==> src/rtl/stat_word_pkg.sv <==
package stat_word_pkg;

   localparam int WORD_W = 16;
   localparam int S_BIT  = 13;
   localparam int T_BIT  = 15;

   localparam logic [2:0] OPC_READ     = 3'd0;
   localparam logic [2:0] OPC_WR_WORD  = 3'd1;
   localparam logic [2:0] OPC_WR_CC    = 3'd2;
   localparam logic [2:0] OPC_LOG_CC   = 3'd3;
   localparam logic [2:0] OPC_LOG_WORD = 3'd4;

   typedef enum logic [1:0] {
      FN_OR   = 2'd0,
      FN_AND  = 2'd1,
      FN_XOR  = 2'd2,
      FN_RSVD = 2'd3
   } logic_fn_e;

   localparam logic [7:0] CC_KEEP = 8'h1F;

   function automatic logic [7:0] hi_keep(input bit trace_en);
      return trace_en ? 8'hA7 : 8'h27;
   endfunction

   typedef struct packed {
      logic illegal;
      logic priv;
      logic is_read;
      logic wr_hi;
      logic wr_lo;
      logic use_logic;
      logic irq_chk;
      logic trace_chk;
   } dec_t;

endpackage

==> src/rtl/stat_op_decode.sv <==
module stat_op_decode
   import stat_word_pkg::*;
#(
   parameter int COST_W     = 8,
   parameter int CYC_RD_REG = 6,
   parameter int CYC_RD_MEM = 8,
   parameter int CYC_WR     = 12,
   parameter int CYC_LOGIC  = 16,
   parameter int CYC_PRIV   = 34
) (
   input  logic [2:0]        op_code,
   input  logic_fn_e         op_fn,
   input  logic              cpu_super,
   input  logic              rd_to_mem,
   output dec_t              dec,
   output logic [COST_W-1:0] cost
);

   logic fn_bad;
   assign fn_bad = (op_fn == FN_RSVD);

   always_comb begin
      dec  = '0;
      cost = '0;
      case (op_code)
         OPC_READ: begin
            dec.is_read = 1'b1;
            cost = rd_to_mem ? COST_W'(CYC_RD_MEM) : COST_W'(CYC_RD_REG);
         end
         OPC_WR_CC: begin
            dec.wr_lo = 1'b1;
            cost = COST_W'(CYC_WR);
         end
         OPC_LOG_CC: begin
            if (fn_bad) begin
               dec.illegal = 1'b1;
            end else begin
               dec.wr_lo     = 1'b1;
               dec.use_logic = 1'b1;
               cost = COST_W'(CYC_LOGIC);
            end
         end
         OPC_WR_WORD: begin
            if (!cpu_super) begin
               dec.priv = 1'b1;
               cost = COST_W'(CYC_PRIV);
            end else begin
               dec.wr_hi     = 1'b1;
               dec.wr_lo     = 1'b1;
               dec.irq_chk   = 1'b1;
               dec.trace_chk = 1'b1;
               cost = COST_W'(CYC_WR);
            end
         end
         OPC_LOG_WORD: begin
            if (fn_bad) begin
               dec.illegal = 1'b1;
            end else if (!cpu_super) begin
               dec.priv = 1'b1;
               cost = COST_W'(CYC_PRIV);
            end else begin
               dec.wr_hi     = 1'b1;
               dec.wr_lo     = 1'b1;
               dec.use_logic = 1'b1;
               dec.irq_chk   = (op_fn != FN_OR);
               dec.trace_chk = (op_fn != FN_AND);
               cost = COST_W'(CYC_LOGIC);
            end
         end
         default: dec.illegal = 1'b1;
      endcase
   end

endmodule

==> src/rtl/stat_logic_unit.sv <==
module stat_logic_unit
   import stat_word_pkg::*;
#(
   parameter bit TRACE_EN = 1'b1
) (
   input  logic [WORD_W-1:0] cur,
   input  logic [WORD_W-1:0] operand,
   input  logic_fn_e         op_fn,
   input  logic              use_logic,
   input  logic              wr_hi,
   input  logic              wr_lo,
   output logic [WORD_W-1:0] nxt
);

   logic [7:0]        keep_hi;
   logic [WORD_W-1:0] raw;
   logic [WORD_W-1:0] src;

   generate
      if (TRACE_EN) begin : g_trace
         assign keep_hi = 8'hA7;
      end else begin : g_notrace
         assign keep_hi = 8'h27;
      end
   endgenerate

   always_comb begin
      case (op_fn)
         FN_OR:   raw = cur | operand;
         FN_AND:  raw = cur & operand;
         FN_XOR:  raw = cur ^ operand;
         default: raw = cur;
      endcase
   end

   assign src = use_logic ? raw : operand;

   assign nxt[15:8] = wr_hi ? (src[15:8] & keep_hi) : cur[15:8];
   assign nxt[7:0]  = wr_lo ? (src[7:0]  & CC_KEEP) : cur[7:0];

endmodule

==> src/rtl/stat_sp_bank.sv <==
module stat_sp_bank #(
   parameter int SP_W = 32
) (
   input  logic            clk,
   input  logic            rst_n,
   input  logic            swap,
   input  logic            load_en,
   input  logic            load_sel,
   input  logic [SP_W-1:0] load_val,
   output logic [SP_W-1:0] live_sp,
   output logic [SP_W-1:0] shadow_sp
);

   always_ff @(posedge clk) begin
      if (!rst_n) begin
         live_sp   <= '0;
         shadow_sp <= '0;
      end else if (swap) begin
         live_sp   <= shadow_sp;
         shadow_sp <= live_sp;
      end else if (load_en) begin
         if (load_sel) shadow_sp <= load_val;
         else          live_sp   <= load_val;
      end
   end

endmodule

==> src/rtl/stat_word_unit.sv <==
module stat_word_unit
   import stat_word_pkg::*;
#(
   parameter bit TRACE_EN    = 1'b1,
   parameter int SP_W        = 32,
   parameter int COST_W      = 8,
   parameter int VEC_W       = 8,
   parameter int PRIV_VECTOR = 8,
   parameter int CYC_RD_REG  = 6,
   parameter int CYC_RD_MEM  = 8,
   parameter int CYC_WR      = 12,
   parameter int CYC_LOGIC   = 16,
   parameter int CYC_PRIV    = 34
) (
   input  logic              clk,
   input  logic              rst_n,
   input  logic              op_valid,
   input  logic [2:0]        op_code,
   input  logic [1:0]        op_fn,
   input  logic [15:0]       op_operand,
   input  logic              cpu_super,
   input  logic              rd_to_mem,
   input  logic              sp_load,
   input  logic              sp_load_sel,
   input  logic [SP_W-1:0]   sp_load_val,
   output logic [15:0]       status_word,
   output logic [15:0]       rd_data,
   output logic              op_done,
   output logic [COST_W-1:0] op_cost,
   output logic              op_illegal,
   output logic              priv_fault,
   output logic [VEC_W-1:0]  fault_vector,
   output logic              sp_swap,
   output logic              irq_recheck,
   output logic              trace_recheck,
   output logic [SP_W-1:0]   live_sp,
   output logic [SP_W-1:0]   shadow_sp
);

   localparam logic [15:0] RST_WORD = 16'h0001 << S_BIT;
   localparam logic [15:0] KEEP_ALL = {hi_keep(TRACE_EN), CC_KEEP};
   localparam int          MAX_CYC  = (CYC_PRIV > CYC_LOGIC) ? CYC_PRIV : CYC_LOGIC;

   generate
      if (SP_W < 1) begin : g_bad_sp
         $error("stat_word_unit: SP_W must be at least 1");
      end
      if (COST_W < $clog2(MAX_CYC + 1)) begin : g_bad_cost
         $error("stat_word_unit: COST_W too narrow for the cycle costs");
      end
      if (VEC_W < $clog2(PRIV_VECTOR + 1)) begin : g_bad_vec
         $error("stat_word_unit: VEC_W too narrow for the fault vector");
      end
   endgenerate

   dec_t              dec;
   logic [COST_W-1:0] cost;
   logic [15:0]       stat_q;
   logic [15:0]       stat_nxt;
   logic              flip_s;

   stat_op_decode #(
      .COST_W     (COST_W),
      .CYC_RD_REG (CYC_RD_REG),
      .CYC_RD_MEM (CYC_RD_MEM),
      .CYC_WR     (CYC_WR),
      .CYC_LOGIC  (CYC_LOGIC),
      .CYC_PRIV   (CYC_PRIV)
   ) u_dec (
      .op_code   (op_code),
      .op_fn     (logic_fn_e'(op_fn)),
      .cpu_super (cpu_super),
      .rd_to_mem (rd_to_mem),
      .dec       (dec),
      .cost      (cost)
   );

   stat_logic_unit #(
      .TRACE_EN (TRACE_EN)
   ) u_alu (
      .cur       (stat_q),
      .operand   (op_operand),
      .op_fn     (logic_fn_e'(op_fn)),
      .use_logic (dec.use_logic),
      .wr_hi     (dec.wr_hi),
      .wr_lo     (dec.wr_lo),
      .nxt       (stat_nxt)
   );

   assign flip_s = op_valid && (stat_nxt[S_BIT] != stat_q[S_BIT]);

   stat_sp_bank #(
      .SP_W (SP_W)
   ) u_sp (
      .clk       (clk),
      .rst_n     (rst_n),
      .swap      (flip_s),
      .load_en   (sp_load && !op_valid),
      .load_sel  (sp_load_sel),
      .load_val  (sp_load_val),
      .live_sp   (live_sp),
      .shadow_sp (shadow_sp)
   );

   always_ff @(posedge clk) begin
      if (!rst_n) begin
         stat_q        <= RST_WORD;
         rd_data       <= '0;
         op_done       <= 1'b0;
         op_cost       <= '0;
         op_illegal    <= 1'b0;
         priv_fault    <= 1'b0;
         fault_vector  <= '0;
         sp_swap       <= 1'b0;
         irq_recheck   <= 1'b0;
         trace_recheck <= 1'b0;
      end else begin
         op_done       <= op_valid;
         op_cost       <= op_valid ? cost : '0;
         op_illegal    <= op_valid && dec.illegal;
         priv_fault    <= op_valid && dec.priv;
         fault_vector  <= (op_valid && dec.priv) ? VEC_W'(PRIV_VECTOR) : '0;
         sp_swap       <= flip_s;
         irq_recheck   <= op_valid && dec.irq_chk;
         trace_recheck <= op_valid && dec.trace_chk;
         if (op_valid) begin
            stat_q <= stat_nxt;
            if (dec.is_read) rd_data <= stat_q;
         end
      end
   end

   assign status_word = stat_q;

   // Undefined bits never become visible
   assert_resv_zero_R3: assert property (@(posedge clk) disable iff (!rst_n)
      (status_word & ~KEEP_ALL) == 16'h0000);

   // User-mode whole-word load is refused and leaves state alone
   assert_priv_hold_R4: assert property (@(posedge clk) disable iff (!rst_n)
      (op_valid && op_code == OPC_WR_WORD && !cpu_super)
      |=> (priv_fault && !sp_swap && status_word == $past(status_word)));

   // OR on the whole word never asks for an interrupt recheck
   assert_or_no_irq_R8: assert property (@(posedge clk) disable iff (!rst_n)
      (op_valid && op_code == OPC_LOG_WORD && op_fn == 2'd0) |=> !irq_recheck);

   // AND on the whole word never asks for a trace recheck
   assert_and_no_trace_R8: assert property (@(posedge clk) disable iff (!rst_n)
      (op_valid && op_code == OPC_LOG_WORD && op_fn == 2'd1) |=> !trace_recheck);

   // A swap pulse comes with exchanged pointers and a flipped supervisor bit
   assert_swap_xchg_R9: assert property (@(posedge clk) disable iff (!rst_n)
      sp_swap |-> (live_sp == $past(shadow_sp) && shadow_sp == $past(live_sp)
                   && status_word[S_BIT] != $past(status_word[S_BIT])));

   // Unused opcodes are rejected and change nothing
   assert_illegal_hold_R10: assert property (@(posedge clk) disable iff (!rst_n)
      (op_valid && op_code > OPC_LOG_WORD)
      |=> (op_illegal && !priv_fault && $stable(status_word)));

   // Completion pulse follows every strobe and only a strobe
   assert_done_pulse_R12: assert property (@(posedge clk) disable iff (!rst_n)
      op_valid |=> op_done);
   assert_done_idle_R12: assert property (@(posedge clk) disable iff (!rst_n)
      !op_valid |=> !op_done);

endmodule

==> config.mk <==
export PLATFORM = sky130hd
export DESIGN_NAME = stat_word_unit
export DESIGN_NICKNAME = d
export VERILOG_FILES = /design/src/rtl/stat_word_pkg.sv /design/src/rtl/stat_op_decode.sv /design/src/rtl/stat_logic_unit.sv /design/src/rtl/stat_sp_bank.sv /design/src/rtl/stat_word_unit.sv
export SDC_FILE = /design/constraint.sdc
export NUM_CORES = 1
export LEC_CHECK = 0
export ABC_AREA = 1
export ABC_CLOCK_PERIOD_IN_PS = 2500
export BUFFER_PORTS_ARGS = -buffer_cell sky130_fd_sc_hd__buf_2
export CORE_MARGIN = 1.5
export CORE_UTILIZATION = 30
export CTS_CLUSTER_DIAMETER = 120
export CTS_CLUSTER_SIZE = 24
export DETAILED_ROUTE_END_ITERATION = 10
export PLACE_DENSITY = 0.58
export SYNTH_ARGS = -nofsm -noshare
export SYNTH_HDL_FRONTEND = slang
export SYNTH_SLANG_ARGS = --single-unit
==> constraint.sdc <==
create_clock -name clk -period 2.5 [get_ports clk]
set_clock_uncertainty 0.05 [all_clocks]
set_input_delay 0.25 -clock clk [delete_from_list [all_inputs] [get_ports clk]]
set_output_delay 0.25 -clock clk [all_outputs]
set_load 0.05 [all_outputs]
==> results.md <==
- TritonCTS clock tree: built
- Share of post-route cells with drive strength above 1: 0.211
- Status: finished, final reports clean
- Hpwl dp: 10,600 µm
- Worst hold-check path type: input pin to flip-flop
- Dpl ws: 316 ps
- LEAKAGE: 3.71 nW
- CP max-delay cell: dfxtp_1
- Final #Nets: 1,046
- Inserted Clock Buffers: 9
- Post-DRT Antenna Nets: 0
- WS Path Type: flip-flop to flip-flop
- Overflow after GRT: 0
- Final hold slack: 163 ps
- Worst path required time: 2690 ps
- Post-layout worst setup margin: 312 ps
- Worst hold stages: 4
- CTS resizes: 0
- Hold Crit Endpoint: fault_vector[3]
- Met2 wire length: 7680 µm
- Clk buf depth: 2
- Max Slew Vio Count: 0
- Post-Syn Area: 5850 µm²
- EDFF count, synth: 0
- Vias per inst: 4.67
- Met1 WL: 7700 µm
- Worst path max stage delay: 420 ps
- Chip width: 143 µm
- Total Wirelength: 16,400 µm
- # placed instances: 1,210
- RSZ-0062 raised after global routing: false
- Boundary Pins: 178
- FMAX: 457 MHz
- Synth area leader: dfxtp_1
- Crit path cell chain: inv_1 > ha_1 > nand2_1 > nand2_1 > o21bai_1 > nand2_2 > nand2_4 > nand2_2 > nand2_2 > nand3_4 > buf_12 > o21ai_0 > nand2_1 > inv_1 > nor2_1
- Largest net degree at the start of global routing: 65
- Post-Syn Area per Cell: 6.89 µm²
- Fill cell count: 2,051
- First-pass GRT wire length: 26,400 µm
- Clock Latency Late Sink: 340 ps
- Crit path capture type: flip-flop
- Root buffer cell: clkbuf_16
- Peak VDD IR: 0.328 mV
- Primary FF master, synth: dfxtp_1
- Area share of the largest cell type after synthesis: 0.325
- DR WL/cell: 13.4 µm
- Uppermost layer routed: met4
- Synth unique cells: 31
- PortBufs: 149
- Period utilisation layout: 0.875
- Reg2reg end: u_sp.shadow_sp[21]
- Vias: 5,724
- Pwr/cell area: 628 nW/µm²
- Layout area overhead: 20.2%
- Antenna violations before repair: 0
- Arrival @ worst endpoint: 2380 ps
- Fin crit period: 2190 ps
- DR WL met3: 863 µm
- Startpoint types: flip-flop
- Worst reg2reg path startpoint: status_word[13]
- Tot GR Track Use: 0.162
- 1st-pass router iterations: 5
- CORE AREA: 18,900 µm²
- Worst R2R Setup Slack: 310 ps
- Layout Cells excl Fill: 1,225
- CTS clk-pin slew, worst paths: 70 ps
- Synth Warn #: 0
- Die area: 20,300 µm²
- Cell count after synthesis: 848
- Max_slew headroom: 0.590
- Ys async rst share: 0
- Initial DRC Count: 315
- Initial core utilization: 0.309
- Row cnt: 50
- CTS Hold Bufs: 0
- Part of the Yosys area used for sequential elements: 0.325
- Die Height: 143 µm
- R2R cell count: 15
- Routability cong.: 0.809
- Slew @ Worst Pin: 616 ps
- H-tree levels: 3
- Final TNS setup: 0 ps
- Register bit total from synthesis: 95
- Diode count: 0
- Post-detailed-route DRC marker count: 0
- Final Hold Fails: 0
- Max Cap Viol: 0
- HP Start: cpu_super
- Final setup violation count: 0
- Post-CTS Setup Bufs: 0
- Top post-synthesis cells by area: dfxtp_1 (33%), nand2_1 (11%), nand3b_1 (8.3%)
- Vias in the first global route: 5,227
- CTS Sinks: 95
- CP Max Fanout: 49
area by class of cell:
class	count	area, µm²	share of cell area
inverters	105	394	0.0561
repair buffers	168	988	0.141
flip-flops and latches	95	1900	0.271
clock buffers	13	280	0.0399
multi-input cells	582	3100	0.441
clock inverters	2	37.5	0.00534
well taps	260	325	0.0463
cell usage after synthesis (2+ instances only):
master and instances:
dfxtp_1 95, buf_1 3, nand2_2 4, ha_1 25, a21oi_1 25, buf_2 14, inv_1 87, o211ai_1 9
nand2_1 169, a22o_1 4, buf_4 28, nand3b_1 65, o21ai_0 62, nand3_2 2, clkinv_1 9, buf_6 12
nand4_1 65, nand3_1 12, nor2_1 85, clkbuf_1 30, inv_2 9, nor3_1 2, o21ai_1 23, a31oi_1 2
registers in the layout (all words and copies together), names as in the netlist:
| name | cells |
|---|---|
| status_word | 10 |
| trace_recheck | 1 |
| irq_recheck | 1 |
| sp_swap | 1 |
| fault_vector | 1 |
| u_sp.shadow_sp | 32 |
| op_done | 1 |
| u_sp.live_sp | 32 |
| op_illegal | 1 |
| rd_data | 10 |
| op_cost | 5 |
through the flow:
step	cell area [µm²]	total power, W	utilization
3_5_place_dp	6710	0.00297	0.355
6_report	7030	0.00442	0.372
2_1_floorplan	5920	0.00270	-
3_3_place_gp	6710	0.00296	0.355
5_1_grt	7030	0.00467	0.372
4_1_cts	7030	0.00448	0.372
critical path: cells and delay by family (launching register included):
family,cells,cell delay (ps)
buffers and inverters,3,360
AO/OA/AOI/OAI,2,270
flip-flops,1,420
AND/OR/NAND/NOR,9,700
adder cells (fa/ha/maj),1,270
routing by layer:
layer | GRT usage | up-vias
met5 | 0 | -
met4 | 0.0402 | 0
met3 | 0.0387 | 11
met2 | 0.277 | 130
met1 | 0.204 | 2651
li1 | - | 2932
layout by cell type (no fill, tap or decap), types with 8 or more instances in the layout:
cell type | Yosys | final
inv_2 | 9 | 9
clkinv_1 | 9 | 9
inv_1 | 87 | 87
nand3b_1 | 65 | 65
nand4_1 | 65 | 65
conb_1 | 1 | 22
o211ai_1 | 9 | 9
buf_4 | 28 | 11
buf_12 | 0 | 8
o21ai_1 | 23 | 23
nand2_1 | 169 | 169
dfxtp_1 | 95 | 95
nor2_1 | 85 | 85
buf_2 | 14 | 149
nand3_1 | 12 | 11
a21oi_1 | 25 | 25
clkbuf_16 | 0 | 9
o21ai_0 | 62 | 62
ha_1 | 25 | 25
power breakdown:
| part | switching, W | leakage [nW] | internal, W | total, W |
|---|---|---|---|---|
| Combinational | 0.000898 | 2.78 | 0.000335 | 0.00123 |
| Clock | 0.000605 | 0.154 | 0.000881 | 0.00149 |
| Sequential | 0.0000746 | 0.778 | 0.00162 | 0.00170 |
how the worst max path moves through the flow:
| stage | endpoint | slack [ps] | from | depth (start not counted) |
|---|---|---|---|---|
| final | u_sp.shadow_sp[21] | 310 | status_word[13] | 15 |
| after global routing | u_sp.shadow_sp[13] | 130 | status_word[13] | 15 |
| after CTS | u_sp.shadow_sp[21] | 300 | status_word[13] | 15 |
| after detailed placement | u_sp.shadow_sp[21] | 320 | status_word[13] | 15 |
| after global placement | u_sp.shadow_sp[22] | 320 | status_word[13] | 15 |
| after floorplan | u_sp.live_sp[24] | 120 | status_word[13] | 16 |
cells by family (layout without fill, tap and decap cells):
group / count (synthesis) / after routing / share of synthesized area
AOI/OAI and AO/OA: 127 / 127 / 0.118
adders and majority gates: 25 / 25 / 0.0535
buffers and inverters: 192 / 288 / 0.160
DFF: 95 / 95 / 0.325
other: 1 / 22 / 0.000642
and+or+nand+nor: 408 / 408 / 0.342
Power figures use the tool's default switching activity.
